**src/rtl/nvx_pkg.sv**
```systemverilog
package nvx_pkg;

  typedef enum logic [1:0] {
    XF_IDLE   = 2'd0,
    XF_STORE  = 2'd1,
    XF_RECALL = 2'd2
  } xferState_t;

  // strobes from control to datapath
  typedef struct packed {
    logic ramWrite;
    logic storeCopy;
    logic recallCopy;
    logic readBlock;
  } xferStrobe_t;

endpackage

```
**src/rtl/nvx_pin_edge.sv**
```systemverilog
module nvx_pin_edge #(
  parameter int SYNC_STAGES = 2
) (
  input  logic clk,
  input  logic rstN,
  input  logic pinN,
  output logic fall
);
  // chain[SYNC_STAGES-1] is the synchronised level, chain[SYNC_STAGES] its previous value
  logic [SYNC_STAGES:0] chain;

  always_ff @(posedge clk) begin
    if (!rstN) chain <= '1;
    else       chain <= {chain[SYNC_STAGES-1:0], pinN};
  end

  assign fall = chain[SYNC_STAGES] & ~chain[SYNC_STAGES-1];
endmodule

```
**src/rtl/nvx_ctrl.sv**
```systemverilog
module nvx_ctrl
  import nvx_pkg::*;
#(
  parameter int STORE_CYCLES  = 500000,
  parameter int RECALL_CYCLES = 200
) (
  input  logic        clk,
  input  logic        rstN,
  input  logic        cmdSetEn,
  input  logic        cmdClrEn,
  input  logic        cmdStore,
  input  logic        cmdRecall,
  input  logic        wrReq,
  input  logic        storeFall,
  input  logic        recallFall,
  output xferStrobe_t strobe,
  output logic        busy,
  output logic        wrPermit,
  output logic        weLatch,
  output logic        prLatch,
  output logic        storing,
  output logic        recalling
);
  localparam int MAX_CYCLES = (STORE_CYCLES > RECALL_CYCLES) ? STORE_CYCLES : RECALL_CYCLES;
  localparam int CW = $clog2(MAX_CYCLES + 1);

  xferState_t    state;
  logic [CW-1:0] cnt;
  logic [CW-1:0] lastCnt;
  logic          idle, recallGo, storeGo, opDone;

  assign idle      = (state == XF_IDLE);
  assign storing   = (state == XF_STORE);
  assign recalling = (state == XF_RECALL);
  assign busy      = ~idle;
  assign wrPermit  = weLatch & idle;

  // recall has priority over store
  assign recallGo = idle & (cmdRecall | recallFall);
  assign storeGo  = idle & ~recallGo & (cmdStore | storeFall) & weLatch & prLatch;

  assign lastCnt = storing ? CW'(STORE_CYCLES - 1) : CW'(RECALL_CYCLES - 1);
  assign opDone  = ~idle & (cnt == lastCnt);

  always_ff @(posedge clk) begin
    if (!rstN) begin
      state   <= XF_RECALL;   // automatic recall after reset
      cnt     <= '0;
      weLatch <= 1'b0;
      prLatch <= 1'b0;
    end else if (idle) begin
      if (cmdClrEn)      weLatch <= 1'b0;
      else if (cmdSetEn) weLatch <= 1'b1;
      if (recallGo) begin
        state   <= XF_RECALL;
        cnt     <= '0;
        prLatch <= 1'b1;
      end else if (storeGo) begin
        state <= XF_STORE;
        cnt   <= '0;
      end
    end else if (opDone) begin
      if (storing) weLatch <= 1'b0;
      state <= XF_IDLE;
    end else begin
      cnt <= cnt + CW'(1);
    end
  end

  assign strobe.ramWrite   = wrReq & wrPermit;
  assign strobe.storeCopy  = opDone & storing;
  assign strobe.recallCopy = opDone & recalling;
  assign strobe.readBlock  = storing;
endmodule

```
**src/rtl/nvx_datapath.sv**
```systemverilog
module nvx_datapath
  import nvx_pkg::*;
#(
  parameter int WORDS = 16,
  parameter int WIDTH = 16,
  localparam int AW = $clog2(WORDS)
) (
  input  logic             clk,
  input  xferStrobe_t      strobe,
  input  logic [AW-1:0]    wrAddr,
  input  logic [WIDTH-1:0] wrData,
  input  logic [AW-1:0]    rdAddr,
  output logic [WIDTH-1:0] rdData
);
  logic [WIDTH-1:0] ramWord [WORDS];
  logic [WIDTH-1:0] nvWord  [WORDS];

  for (genvar i = 0; i < WORDS; i++) begin : g_word
    always_ff @(posedge clk) begin
      if (strobe.recallCopy)
        ramWord[i] <= nvWord[i];
      else if (strobe.ramWrite && (wrAddr == AW'(i)))
        ramWord[i] <= wrData;
    end

    always_ff @(posedge clk) begin
      if (strobe.storeCopy) nvWord[i] <= ramWord[i];
    end
  end

  assign rdData = strobe.readBlock ? '0 : ramWord[rdAddr];
endmodule

```
**src/rtl/nv_shadow_ctrl.sv**
```systemverilog
module nv_shadow_ctrl
  import nvx_pkg::*;
#(
  parameter int WORDS         = 16,
  parameter int WIDTH         = 16,
  parameter int STORE_CYCLES  = 500000,
  parameter int RECALL_CYCLES = 200,
  localparam int AW = $clog2(WORDS)
) (
  input  logic             clk,
  input  logic             rstN,
  input  logic             cmdSetEn,
  input  logic             cmdClrEn,
  input  logic             cmdStore,
  input  logic             cmdRecall,
  input  logic             wrReq,
  input  logic [AW-1:0]    wrAddr,
  input  logic [WIDTH-1:0] wrData,
  input  logic [AW-1:0]    rdAddr,
  output logic [WIDTH-1:0] rdData,
  input  logic             storePinN,
  input  logic             recallPinN,
  output logic             busy,
  output logic             wrPermit
);
  xferStrobe_t strobe;
  logic storeFall, recallFall;
  logic weLatch, prLatch, storing, recalling;

  nvx_pin_edge #(.SYNC_STAGES(2)) u_storePin (
    .clk(clk), .rstN(rstN), .pinN(storePinN), .fall(storeFall)
  );

  nvx_pin_edge #(.SYNC_STAGES(2)) u_recallPin (
    .clk(clk), .rstN(rstN), .pinN(recallPinN), .fall(recallFall)
  );

  nvx_ctrl #(
    .STORE_CYCLES(STORE_CYCLES),
    .RECALL_CYCLES(RECALL_CYCLES)
  ) u_ctrl (
    .clk(clk), .rstN(rstN),
    .cmdSetEn(cmdSetEn), .cmdClrEn(cmdClrEn),
    .cmdStore(cmdStore), .cmdRecall(cmdRecall),
    .wrReq(wrReq), .storeFall(storeFall), .recallFall(recallFall),
    .strobe(strobe), .busy(busy), .wrPermit(wrPermit),
    .weLatch(weLatch), .prLatch(prLatch),
    .storing(storing), .recalling(recalling)
  );

  nvx_datapath #(.WORDS(WORDS), .WIDTH(WIDTH)) u_dp (
    .clk(clk), .strobe(strobe),
    .wrAddr(wrAddr), .wrData(wrData),
    .rdAddr(rdAddr), .rdData(rdData)
  );
endmodule

```
**config.mk**
```make
export PLATFORM = sky130hd
export DESIGN_NAME = nv_shadow_ctrl
export DESIGN_NICKNAME = d
export VERILOG_FILES = /design/src/rtl/nvx_pkg.sv /design/src/rtl/nvx_pin_edge.sv /design/src/rtl/nvx_ctrl.sv /design/src/rtl/nvx_datapath.sv /design/src/rtl/nv_shadow_ctrl.sv
export SDC_FILE = /design/constraint.sdc
export NUM_CORES = 1
export LEC_CHECK = 0
export BUFFER_PORTS_ARGS = -buffer_cell sky130_fd_sc_hd__buf_2
export CORE_MARGIN = 5
export CORE_UTILIZATION = 51
export DETAILED_ROUTE_END_ITERATION = 10
export PLACE_DENSITY_LB_ADDON = 0.2
export RECOVER_POWER = 25
export SYNTH_ARGS = -nofsm -noshare
export SYNTH_HDL_FRONTEND = slang
export SYNTH_SLANG_ARGS = --single-unit
```
**constraint.sdc**
```tcl
create_clock -name clk -period 84 [get_ports clk]
set_clock_uncertainty 0.1 [all_clocks]
set_input_delay 16.8 -clock clk [delete_from_list [all_inputs] [get_ports clk]]
set_output_delay 16.8 -clock clk [all_outputs]
set_load 0.05 [all_outputs]
```
# Yosys cells after proc, flatten, opt, wreduce, memory -nomap -nowiden
# Memories as Yosys holds them, arrays and structs flattened.
# Index checks and enable logic that the tools add are counted.
dict set report totals {
  mem_count 2
  rom_bits 0
  output_inout_bits 18
  ramBits 512
  ff_bits 29
  inputBits 33
  word_cells 171
  latch_bits 0
}
dict set report classes {
  n_reduce_logical 24
  add_sub_neg 1
  n_eq_ne 21
  div 0
  n_mux 83
  bitwise 34
  n_lt_le_gt_ge 0
  n_shift 0
  multipliers 0
}
# memory depth word_bits read_ports rd_clocked_by_memory_dff wr line_no
set mem_list {}
lappend mem_list {u_dp.nvWord 16 16 16 0 16 nvx_datapath.sv:16} ;# logic [WIDTH-1:0] nvWord [WORDS];
lappend mem_list {u_dp.ramWord 16 16 17 0 16 nvx_datapath.sv:15} ;# logic [WIDTH-1:0] ramWord [WORDS];
# cell count
set op_table {}
lappend op_table {{16-bit two-way mux} 17}
lappend op_table {{19-bit two-way mux} 5}
lappend op_table {{1-bit two-way mux} 57}
lappend op_table {{4-bit == test, second input constant} 8}
lappend op_table {{19-bit by 1-bit adder with 19-bit output, second input constant} 1}
lappend op_table {{19-bit == test} 1}
lappend op_table {{1-bit bitwise OR} 18}
lappend op_table {{4-bit by 3-bit == test with 1-bit output, second input constant} 4}
lappend op_table {{1-bit logical AND} 16}
lappend op_table {{1-bit AND} 12}
lappend op_table {{4-bit by 2-bit == test with 1-bit output, second input constant} 2}
lappend op_table {{2-bit two-way mux} 4}
lappend op_table {{3-bit != test, second input constant} 2}
lappend op_table {{2-bit AND reduction} 3}
lappend op_table {{4-bit by 1-bit == test with 1-bit output, second input constant} 1}
lappend op_table {{4-bit zero test} 1}
lappend op_table {{1-bit inverter} 4}
lappend op_table {{2-bit nonzero test} 2}
lappend op_table {{3-bit AND reduction} 1}
lappend op_table {{2-bit by 1-bit == test with 1-bit output, second input constant} 1}
lappend op_table {{2-bit == test, second input constant} 1}
lappend op_table {{2-bit zero test} 1}
lappend op_table {{2-bit by 1-bit != test with 1-bit output, second input constant} 1}

# Depth between registers and ports, before layout
# Gate-level depths: netlist of run 1.
dict set report logic_depth {
  word_depth 12
  mapped_depth 7
  mapped_depth_nobuf 6
}

# Cells and area by module
# A second synthesis of run 1 with hierarchy kept.
dict set report hier_totals {
  hier_cells 1237
  hier_area_um2 22387.7
}
# mod n_inst area_per_inst_um2 seq_area_each_um2 cells_each
set by_module_without_submodules {}
lappend by_module_without_submodules {nvx_datapath 1 20836.2 15374.7 1052}
lappend by_module_without_submodules {nvx_ctrl 1 1381.3 460.4 171}
lappend by_module_without_submodules {nvx_pin_edge 2 85.1 60.1 7}

# Worst setup path before layout of run 1
# No wires, ideal clock.
dict set report synth_path {
  kind {reg-to-reg}
  startpoint {register u_ctrl.cnt[0]}
  endpoint {register u_ctrl.cnt[4]}
  setup_slack_ns 40.781
  setup_ns 0.191
  n_path_buf 0
  arrival_time_ns 42.927
  period_less_slack_ns 43.219
  stages_incl_launch_ff 6
  required_ns 83.709
  cell_sequence {dfxtp_1 -> ha_1 -> nor4b_1 -> nand2_1 -> a2111oi_0 -> o21a_1}
}
dict set report synth_via {
  elab_chain_cells 4
  elab_cells_between_ends 7
  cone_classes {add/sub: 1; eq/ne: 2; mux: 2; bitwise: 1; reduce/logical: 1}
}
# element line_no
set synth_rtl {}
lappend synth_rtl {{start, declared} nvx_ctrl.sv:28} ;# logic [CW-1:0] cnt;
lappend synth_rtl {{start signal, assigned} nvx_ctrl.sv:66} ;# cnt <= cnt + CW'(1);
lappend synth_rtl {{parallel branches: the longest is 4 deep, another holds 19-bit by 1-bit adder with 19-bit output} -}
# Parallel ways; which one is timed is not known. The select of a mux whose other input is x is not followed.
# A chain may end at the register's enable or synchronous reset.

# Final worst setup path of run 1
dict set report layout_path {
  startpoint {input port rdAddr[0]}
  endpoint {output port rdData[2]}
}
dict set report layout_via {
  elab_chain_cells 2
}
# element line_no
set layout_rtl {}
lappend layout_rtl {{start, declared} nv_shadow_ctrl.sv:19} ;# input logic [AW-1:0] rdAddr,
lappend layout_rtl {{memory read 16 x 16 bit} -}
lappend layout_rtl {{16-bit two-way mux} nvx_datapath.sv:31} ;# assign rdData = strobe.readBlock ? '0 : ramWord[rdAddr];
lappend layout_rtl {{end, declared} nv_shadow_ctrl.sv:20} ;# output logic [WIDTH-1:0] rdData,
# No other way between the ends.

==> flow_summary.yaml, run 1 <==
synth:
  synth-seq-cells: 541
  synth_top_area_cell: "edfxtp_1"
  yosys-top-cells-area: "edfxtp_1 (69%), mux2_2 (12%), mux4_2 (7.9%), dfxtp_1 (2.6%), mux2_1 (0.85%)"
  netlist_instances: 1154
  synthesis.area_um2: 22400
  ys.flop_type: "edfxtp_1"
  yosysWarnings: 0
  synth_nets: 1188
  async_reset_ff_frac: 0
  avgSynthCellArea_um2: 19.4
  synth_edf_count: 512
  synth_top_area_frac: 0.686
  synth_cell_types: 57
  ys_seq_area_frac: 0.712
worst_setup_path:
  rr_endpoint: "u_dp.nvWord[3][0]$_DFFE_PP_"
  end_kind: "output port"
  arrival_ps: 19660
  rr_worst_depth: 6
  critPathLaunchType: "input port"
  r2r_setup_slack_ps: 78590
  worst_path_max_delay_cell: "buf_4"
  timing.rr.start: "u_ctrl.cnt[0]$_SDFFE_PN0P_"
  cp.required_ps: 67100
  crit_type: "in2out"
  cp_max_fo: 39
  cpPeakStageDelay_ps: 790
  path_cells: "buf_4 -> buf_4 -> mux4_1 -> mux4_2 -> and2_1 -> buf_2"
  cp_common_cell: "buf_4"
worst_hold_path:
  min_from: "u_storePin.chain[0]$_SDFF_PN1_"
  hold-path-cell-count: 1
  hp-class: "reg2reg"
  whs_endpoint: "u_storePin.chain[1]$_SDFF_PN1_"
pwr:
  p_sw_frac: 0.202
  power.internal_w: 0.000428
  p_clk_frac: 0.443
  p_per_area_nw_per_um2: 21.6
  comb_power_share: 0.015
  vdd_drop_max_mv: 0.0170
  pwr-share-seq: 0.542
  switchingPower_w: 0.000108
  leakagePower_nw: 5.56
die:
  dieHeight_um: 220
  dieArea_um2: 48200
  start_util: 0.518
  core_area_um2: 43300
  row_count: 76
  ioPinCount: 51
  die_x_um: 220
detailed_routing:
  drtIter0Drc: 1374
  via_per_inst: 6.16
  drtAntennaViolNets: 0
  dr.pass1.iters: 5
  vias: 11300
  drc: 0
  wl_per_cell_um: 29.0
  wl_um: 53200
clock_network:
  cts_hold_buf: 0
  ctsHtreeMaxLevel: 2
  cts_tree: "yes"
  cts_buffer_depth: 3
  postCtsSetupBuffers: 0
  cts_buffers: 55
  clockRootBuffer: "clkbuf_16"
  clk_latency_ps: 590
  cts_sinks: 541
  clkSlewWorstSetupHoldPaths_ps: 60
  cts_resized: 0
run_status:
  violations: "max-capacitance violations, max-slew violations"
  status: "finished with violations"
timing:
  fin_hold_ws_ps: 309
  slew_headroom: -0.990
  tightestPinTransition_ps: 2990
  rsz0062_at_grt: "no"
  finalSetupViolCount: 0
  max_freq_mhz: 27.4
  finalCritPeriodShare: 0.435
  tns_ps: 0
  finalHoldViolCount: 0
  drv_slew: 51
  period_minus_slack_ps: 36560
global_route:
  grt_pass1_wl_um: 78500
  grt_use_total: 0.222
  grt-ovfl-total: 0
  grt_pass1_vias: 11400
  grt_max_degree: 74
  antenna_found_initial: 1
cells_and_area:
  num_antenna_cells: 0
  final_cell_mix: "edfxtp_1 (512), mux2_2 (239), mux4_2 (79)"
  layout_commonest_cell: "edfxtp_1"
  nets: 1242
  syn_to_final_growth_pct: 10.9
  nFillCells: 3257
  drive_above_1_share: 0.388
placement:
  place.gp.congestion: 0.808
  dpl.hpwl_um: 30400
  port_buffers: 50
flow_run:
  cap_violations: 1
sequential cells by signal, indices dropped and copies added (netlist names):
signal and count:
u_dp.nvWord 256, u_dp.ramWord 256, u_ctrl.cnt 19, u_recallPin.chain 3, u_storePin.chain 3, u_ctrl.state 2, u_ctrl.prLatch 1, u_ctrl.weLatch 1
power by group through the flow:
stage | Clock (W) | Sequential, W | Combinational (W)
floorplan | 0 | 0.000297 | 0.00000499
global placement | 0 | 0.000297 | 0.00000779
detailed placement | 0 | 0.000297 | 0.00000798
CTS | 0.000241 | 0.000291 | 0.00000798
global route | 0.000254 | 0.000291 | 0.00000848
finish | 0.000238 | 0.000291 | 0.00000795
area by class of cell:
class	instances	area, µm²	share of cell area
well taps	585	732	0.0295
inverters	4	15.0	0.000605
repair buffers	71	409	0.0165
multi-input cells	535	6000	0.242
flip-flops and latches	541	16000	0.642
clock buffers	62	1400	0.0565
clock inverters	39	317	0.0127
how the worst max path moves through the flow:
stage	startpoint	endpoint	slack, ps	depth (start not counted)
final	rdAddr[0]	rdData[2]	47440	6
after global routing	rdAddr[0]	rdData[2]	47260	6
after CTS	rdAddr[0]	rdData[2]	47390	6
after detailed placement	rdAddr[0]	rdData[2]	47380	6
after global placement	rdAddr[0]	rdData[0]	47500	6
after floorplan	u_ctrl.cnt[0]$_SDFFE_PN0P_	u_ctrl.cnt[4]$_SDFFE_PN0P_	40780	5
layer usage:
layer / track usage / share of wire / vias up
li1: - / - / 4754
met1: 0.324 / 0.43 / 6033
met2: 0.351 / 0.48 / 455
met3: 0.0425 / 0.075 / 67
met4: 0.0574 / 0.020 / 0
met5: 0 / 0 / -
worst max-delay path, delay by kind of cell:
kind,cells,cell delay (ps)
AND/OR/NAND/NOR,1,190
multiplexers,2,1130
buffers and inverters,3,1500
metrics by stage:
| step | cell area [µm²] | util | instances | total power [W] | setup slack [ps] |
|---|---|---|---|---|---|
| floorplan | 22400 | - | 1154 | 0.000302 | 40780 |
| global placement | 23100 | 0.535 | 1736 | 0.000304 | 47500 |
| detailed placement | 23100 | 0.535 | 1736 | 0.000305 | 47380 |
| CTS | 24800 | 0.574 | 1837 | 0.000540 | 47390 |
| global route | 24800 | 0.574 | 1837 | 0.000553 | 47260 |
| finish | 24800 | 0.574 | 1837 | 0.000536 | 47440 |
cell usage after synthesis (all sizes together) (3+ instances only):
library cell	n
a21boi	8
a31oi	4
and2	24
and3	8
and4	5
buf	45
clkbuf	29
dfxtp	29
edfxtp	512
inv	4
mux2	256
mux4	80
nand2	34
nand2b	14
nand3	11
nand4	8
nand4b	3
nor2	9
nor2b	6
nor3	5
nor4b	3
o211ai	8
o21a	3
o21ai	8
o22ai	3
o31ai	3
or3	3
xnor2	4
cell families (layout without fill, tap and decap cells):
family | after synthesis | after routing | share of synthesized area
fa+ha+maj | 1 | 1 | 0.000558
simple gates | 143 | 143 | 0.0398
buf+inv | 78 | 176 | 0.0197
compound gates | 47 | 47 | 0.0152
xor+xnor | 6 | 6 | 0.00235
mux | 338 | 338 | 0.210
flops | 541 | 541 | 0.712
Power figures use the tool's default switching activity.
==> run 2: changes to the inputs <==
Clock period 84 ns to 31.1 ns, I/O delays scaled along.
==> flow_summary.yaml, run 2 (same netlist as run 1, synthesis figures left out) <==
cells_and_area:
  nets: 1232
  syn_to_final_growth_pct: 10.3
  layout_commonest_cell: "edfxtp_1"
  drive_above_1_share: 0.377
  nFillCells: 3252
  final_cell_mix: "edfxtp_1 (512), mux2_2 (239), mux4_2 (79)"
  num_antenna_cells: 0
  fin_cells: 1822
  largestRegisters: "u_dp.nvWord: 256 flops, u_dp.ramWord: 256 flops, u_ctrl.cnt: 19 flops"
clock_network:
  cts_buffer_depth: 3
  cts_tree: "yes"
  cts_hold_buf: 0
  cts_resized: 0
  clk_latency_ps: 590
  postCtsSetupBuffers: 0
  cts_sinks: 541
  clockRootBuffer: "clkbuf_16"
  ctsHtreeMaxLevel: 2
  clkSlewWorstSetupHoldPaths_ps: 60
  cts_buffers: 55
run_status:
  status: "complete, no violations"
worst_setup_path:
  critPathLaunchType: "input port"
  end_kind: "output port"
  rr_endpoint: "u_dp.nvWord[3][28]$_DFFE_PP_"
  timing.rr.start: "u_ctrl.state[1]$_SDFFE_PN1P_"
  worst_path_max_delay_cell: "buf_4"
  arrival_ps: 8990
  crit_type: "in2out"
  r2r_setup_slack_ps: 26020
  cp_max_fo: 40
  rr_worst_depth: 6
  crit_family: "buffers and inverters"
  worst-path-buf-inv: 3
  path_cells: "buf_4 -> buf_4 -> mux4_2 -> mux4_2 -> and2_1 -> buf_2"
  cpPeakStageDelay_ps: 740
  cp.required_ps: 24780
die:
  dieArea_um2: 48200
  start_util: 0.518
  row_count: 76
  dieHeight_um: 220
  core_area_um2: 43300
  die_x_um: 220
  ioPinCount: 51
timing:
  finalSetupViolCount: 0
  drv_slew: 0
  slew_headroom: 0.220
  finalCritPeriodShare: 0.492
  tns_ps: 0
  period_minus_slack_ps: 15310
  max_freq_mhz: 65.3
  finalHoldViolCount: 0
  tightestPinTransition_ps: 1170
  rsz0062_at_grt: "no"
pwr:
  vdd_drop_max_mv: 0.0416
  p_per_area_nw_per_um2: 57.7
  leakagePower_nw: 5.47
worst_hold_path:
  hold-path-cell-count: 1
  min_from: "u_storePin.chain[0]$_SDFF_PN1_"
  hp-class: "reg2reg"
  whs_endpoint: "u_storePin.chain[1]$_SDFF_PN1_"
flow_run:
  cap_violations: 0
global_route:
  antenna_found_initial: 0
  grt-ovfl-total: 0
  grt_max_degree: 185
  grt_pass1_wl_um: 75800
  grt_use_total: 0.210
  grt_pass1_vias: 11300
detailed_routing:
  wl_um: 50200
  drtAntennaViolNets: 0
  via_per_inst: 6.18
  dr.pass1.iters: 5
  wl_per_cell_um: 27.6
  drc: 0
  drtIter0Drc: 1247
  vias: 11300
placement:
  dpl.cell_count: 1726
  dpl.hpwl_um: 30300
  place.gp.congestion: 0.861
  port_buffers: 50
run 2: changes by cell type in the layout (fill, tap and decap cells not counted), sizes merged:
cell and delta:
buf -10, inv -1, clkbuf +14, bufinv -3, clkinvlp -3, clkinv -12
run 2: routing by layer:
metal | track usage | up-vias | wire (µm)
met2 | 0.314 | 446 | 22900
met1 | 0.320 | 6002 | 22700
met3 | 0.0418 | 68 | 3530
met4 | 0.0593 | 0 | 1140
li1 | - | 4751 | -
met5 | 0 | - | 0
run 2: worst reg2reg max path, stage by stage, from the launching register on:
cell and delay [ps]:
dfxtp_1 440, nand2b_1 910, mux2i_1 320, a2111oi_0 340, clkbuf_1 840, buf_12 790
buf_4 930
run 2: how the worst max path moves through the flow:
stage,start,endpoint,cells after the start
finish,rdAddr[0],rdData[5],6
global route,rdAddr[0],rdData[5],6
CTS,rdAddr[0],rdData[5],6
detailed placement,rdAddr[0],rdData[5],6
global placement,rdAddr[0],rdData[5],6
floorplan,u_ctrl.cnt[0]$_SDFFE_PN0P_,u_ctrl.cnt[4]$_SDFFE_PN0P_,5
run 2: stage by stage:
step	power, W	hold slack [ps]	area (µm²)	utilization	setup slack (ps)
final	0.00143	310	24700	0.571	15790
after global routing	0.00147	341	24700	0.571	15550
after CTS	0.00144	315	24700	0.571	15710
after detailed placement	0.000822	297	23100	0.533	15720
after global placement	0.000822	289	23100	0.533	15780
after floorplan	0.000814	286	22400	-	820
run 2: power by group:
part / switching [W] / internal, W
logic: 0.0000139 / 0.00000680
clock network: 0.000268 / 0.000352
registers: 0.000000534 / 0.000785
total: 0.000282 / 0.00114
run 2: cell type report:
type | count | area (µm²) | share of cell area
inverter | 4 | 15.0 | 0.000608
clock buffer | 76 | 1510 | 0.0610
tap | 585 | 732 | 0.0296
sequential | 541 | 16000 | 0.646
timing repair buffer | 61 | 347 | 0.0140
clock inverter | 20 | 139 | 0.00562
multi-input combinational | 535 | 6000 | 0.243
==> run 3: changes to the inputs <==
Settings changed: ABC_AREA set to 1.
Clock period 31.1 ns to 13.2 ns, I/O delays scaled along.
==> flow_summary.yaml, run 3 <==
die:
  dieArea_um2: 47500
  row_count: 76
  die_x_um: 218
  dieHeight_um: 218
  core_area_um2: 42900
  start_util: 0.514
  ioPinCount: 51
timing:
  finalHoldViolCount: 0
  rsz0062_at_grt: "no"
  drv_slew: 48
  finalSetupViolCount: 0
  period_minus_slack_ps: 8430
  slew_headroom: -0.728
  max_freq_mhz: 119
  layout_setup_ws_ps: 4770
  tightestPinTransition_ps: 2580
  finalCritPeriodShare: 0.639
  tns_ps: 0
detailed_routing:
  wl_um: 62900
  drtAntennaViolNets: 0
  drc: 0
  dr.pass1.iters: 6
  via_per_inst: 6.07
  wl_per_cell_um: 25.1
  drtIter0Drc: 2187
  vias: 15200
synth:
  yosysWarnings: 0
  synth-simple-area-share: 0.119
  synth-seq-cells: 541
  netlist_instances: 1873
  synth_nets: 1907
  ys.flop_type: "edfxtp_1"
  synth_common_cells: "edfxtp_1 (512), o21ai_0 (378), nand2_1 (360)"
  synth_top_family_by_area: "compound AO/OA/AOI/OAI gates"
  synthMuxAreaShare: 0
  ys_seq_area_frac: 0.724
  synth_top_area_frac: 0.698
  yosys-top-cells-area: "edfxtp_1 (70%), o21ai_0 (8.6%), nand2_1 (6.1%), nor2_1 (3.6%), dfxtp_1 (2.6%)"
  synthesis.area_um2: 22000
  synth_top_area_cell: "edfxtp_1"
  avgSynthCellArea_um2: 11.8
  synth-compound-area-share: 0.124
  synth_xor_area_frac: 0.00199
  synth_most_common_cell: "edfxtp_1"
  async_reset_ff_frac: 0
  synth_cell_types: 32
  synth_edf_count: 512
  synth_fa_ha_area_frac: 0.000568
clock_network:
  cts_buffers: 54
  postCtsSetupBuffers: 0
  cts_sinks: 541
  clockRootBuffer: "clkbuf_16"
  cts_buffer_depth: 3
  clkSlewWorstSetupHoldPaths_ps: 50
  cts_tree: "yes"
  clk_latency_ps: 600
  cts_hold_buf: 0
  cts_resized: 0
  ctsHtreeMaxLevel: 2
cells_and_area:
  largestRegisters: "u_dp.nvWord: 256 flops, u_dp.ramWord: 256 flops, u_ctrl.cnt: 19 flops"
  nFillCells: 3584
  multi_input_area_um2: 5400
  nets: 1913
  regArea_um2: 16000
  drive_above_1_share: 0.0895
  final_cell_mix: "edfxtp_1 (512), o21ai_0 (378), nand2_1 (361)"
  syn_to_final_growth_pct: 10.9
  layout_commonest_cell: "edfxtp_1"
worst_setup_path:
  r2r_setup_slack_ps: 7050
  critPathLaunchType: "input port"
  rr_endpoint: "u_dp.nvWord[0][59]$_DFFE_PP_"
  cp_max_fo: 33
  rr_worst_depth: 9
  cp.required_ps: 10460
  timing.rr.start: "u_ctrl.state[0]$_SDFFE_PN0P_"
  crit_type: "in2out"
  end_kind: "output port"
  arrival_ps: 5690
placement:
  place.gp.congestion: 0.898
  dp_slack_ps: 4790
  dpl.hpwl_um: 37600
  port_buffers: 50
global_route:
  grt_max_degree: 167
  antenna_found_initial: 2
  grt_pass1_vias: 14400
  grt-ovfl-total: 0
  grt_use_total: 0.262
  grt_pass1_wl_um: 93400
run_status:
  status: "finished with violations"
  violations: "max-capacitance violations, max-slew violations"
pwr:
  leakagePower_nw: 7.63
  p_per_area_nw_per_um2: 143
  vdd_drop_max_mv: 0.0850
flow_run:
  cap_violations: 2
worst_hold_path:
  whs_endpoint: "u_recallPin.chain[1]$_SDFF_PN1_"
  min_from: "u_recallPin.chain[0]$_SDFF_PN1_"
  hp-class: "reg2reg"
  hold-path-cell-count: 1
-- run 3: cells by family (layout without fill, tap and decap cells) --
kind of cell	Yosys count	count (layout)
AOI/OAI and AO/OA	506	506
xor gates and xnor gates	5	5
adders and majority gates	1	1
buffers and inverters	168	217
DFF	541	541
other	0	2
and+or+nand+nor	652	652
-- run 3: worst max path at each step --
stage / startpoint / endpoint / slack (ps) / cells after the start
finish: rdAddr[1] / rdData[10] / 4770 / 8
global route: rdAddr[1] / rdData[10] / 4770 / 8
global placement: rdAddr[1] / rdData[10] / 4730 / 8
CTS: rdAddr[1] / rdData[10] / 4780 / 8
detailed placement: rdAddr[1] / rdData[10] / 4790 / 8
floorplan: u_ctrl.cnt[0]$_SDFFE_PN0P_ / u_dp.nvWord[0][0]$_DFFE_PP_ / 540 / 9
-- run 3: metrics by stage --
step	area [µm²]	power (W)	utilization	hold slack [ps]	instances
after floorplan	22000	0.00195	-	292	1873
after global placement	22700	0.00200	0.530	296	2408
after detailed placement	22700	0.00200	0.530	305	2408
after CTS	24400	0.00351	0.570	316	2507
after global routing	24400	0.00360	0.570	333	2508
final	24400	0.00350	0.570	313	2509
-- run 3: layout make-up --
type,count,area share
multi-input cells,1164,0.221
diodes,2,0.000205
inverters,44,0.00686
clock inverters,33,0.0129
flip-flops and latches,541,0.653
clock buffers,66,0.0580
repair buffers,74,0.0182
well taps,585,0.0300
-- run 3: where the power goes --
part           internal [W]  switching, W  total, W  leakage, nW
sequential          0.00185    0.00000134   0.00185         3.10
clock              0.000879      0.000651   0.00153        0.851
combinational     0.0000224     0.0000929  0.000115         3.68
-- run 3: worst max-delay path, cell delays in order --
cell,delay [ps]
buf_2,350
inv_2,650
buf_4,480
o21ai_0,240
o221ai_1,450
nand3_1,120
a21oi_1,360
buf_2,350
-- run 3: routing by layer --
layer / vias to the layer above / track usage / share of wire
met1: 7480 / 0.389 / 0.41
li1: 6725 / - / -
met4: 0 / 0.0842 / 0.030
met3: 111 / 0.0562 / 0.12
met2: 922 / 0.392 / 0.44
met5: - / 0 / 0
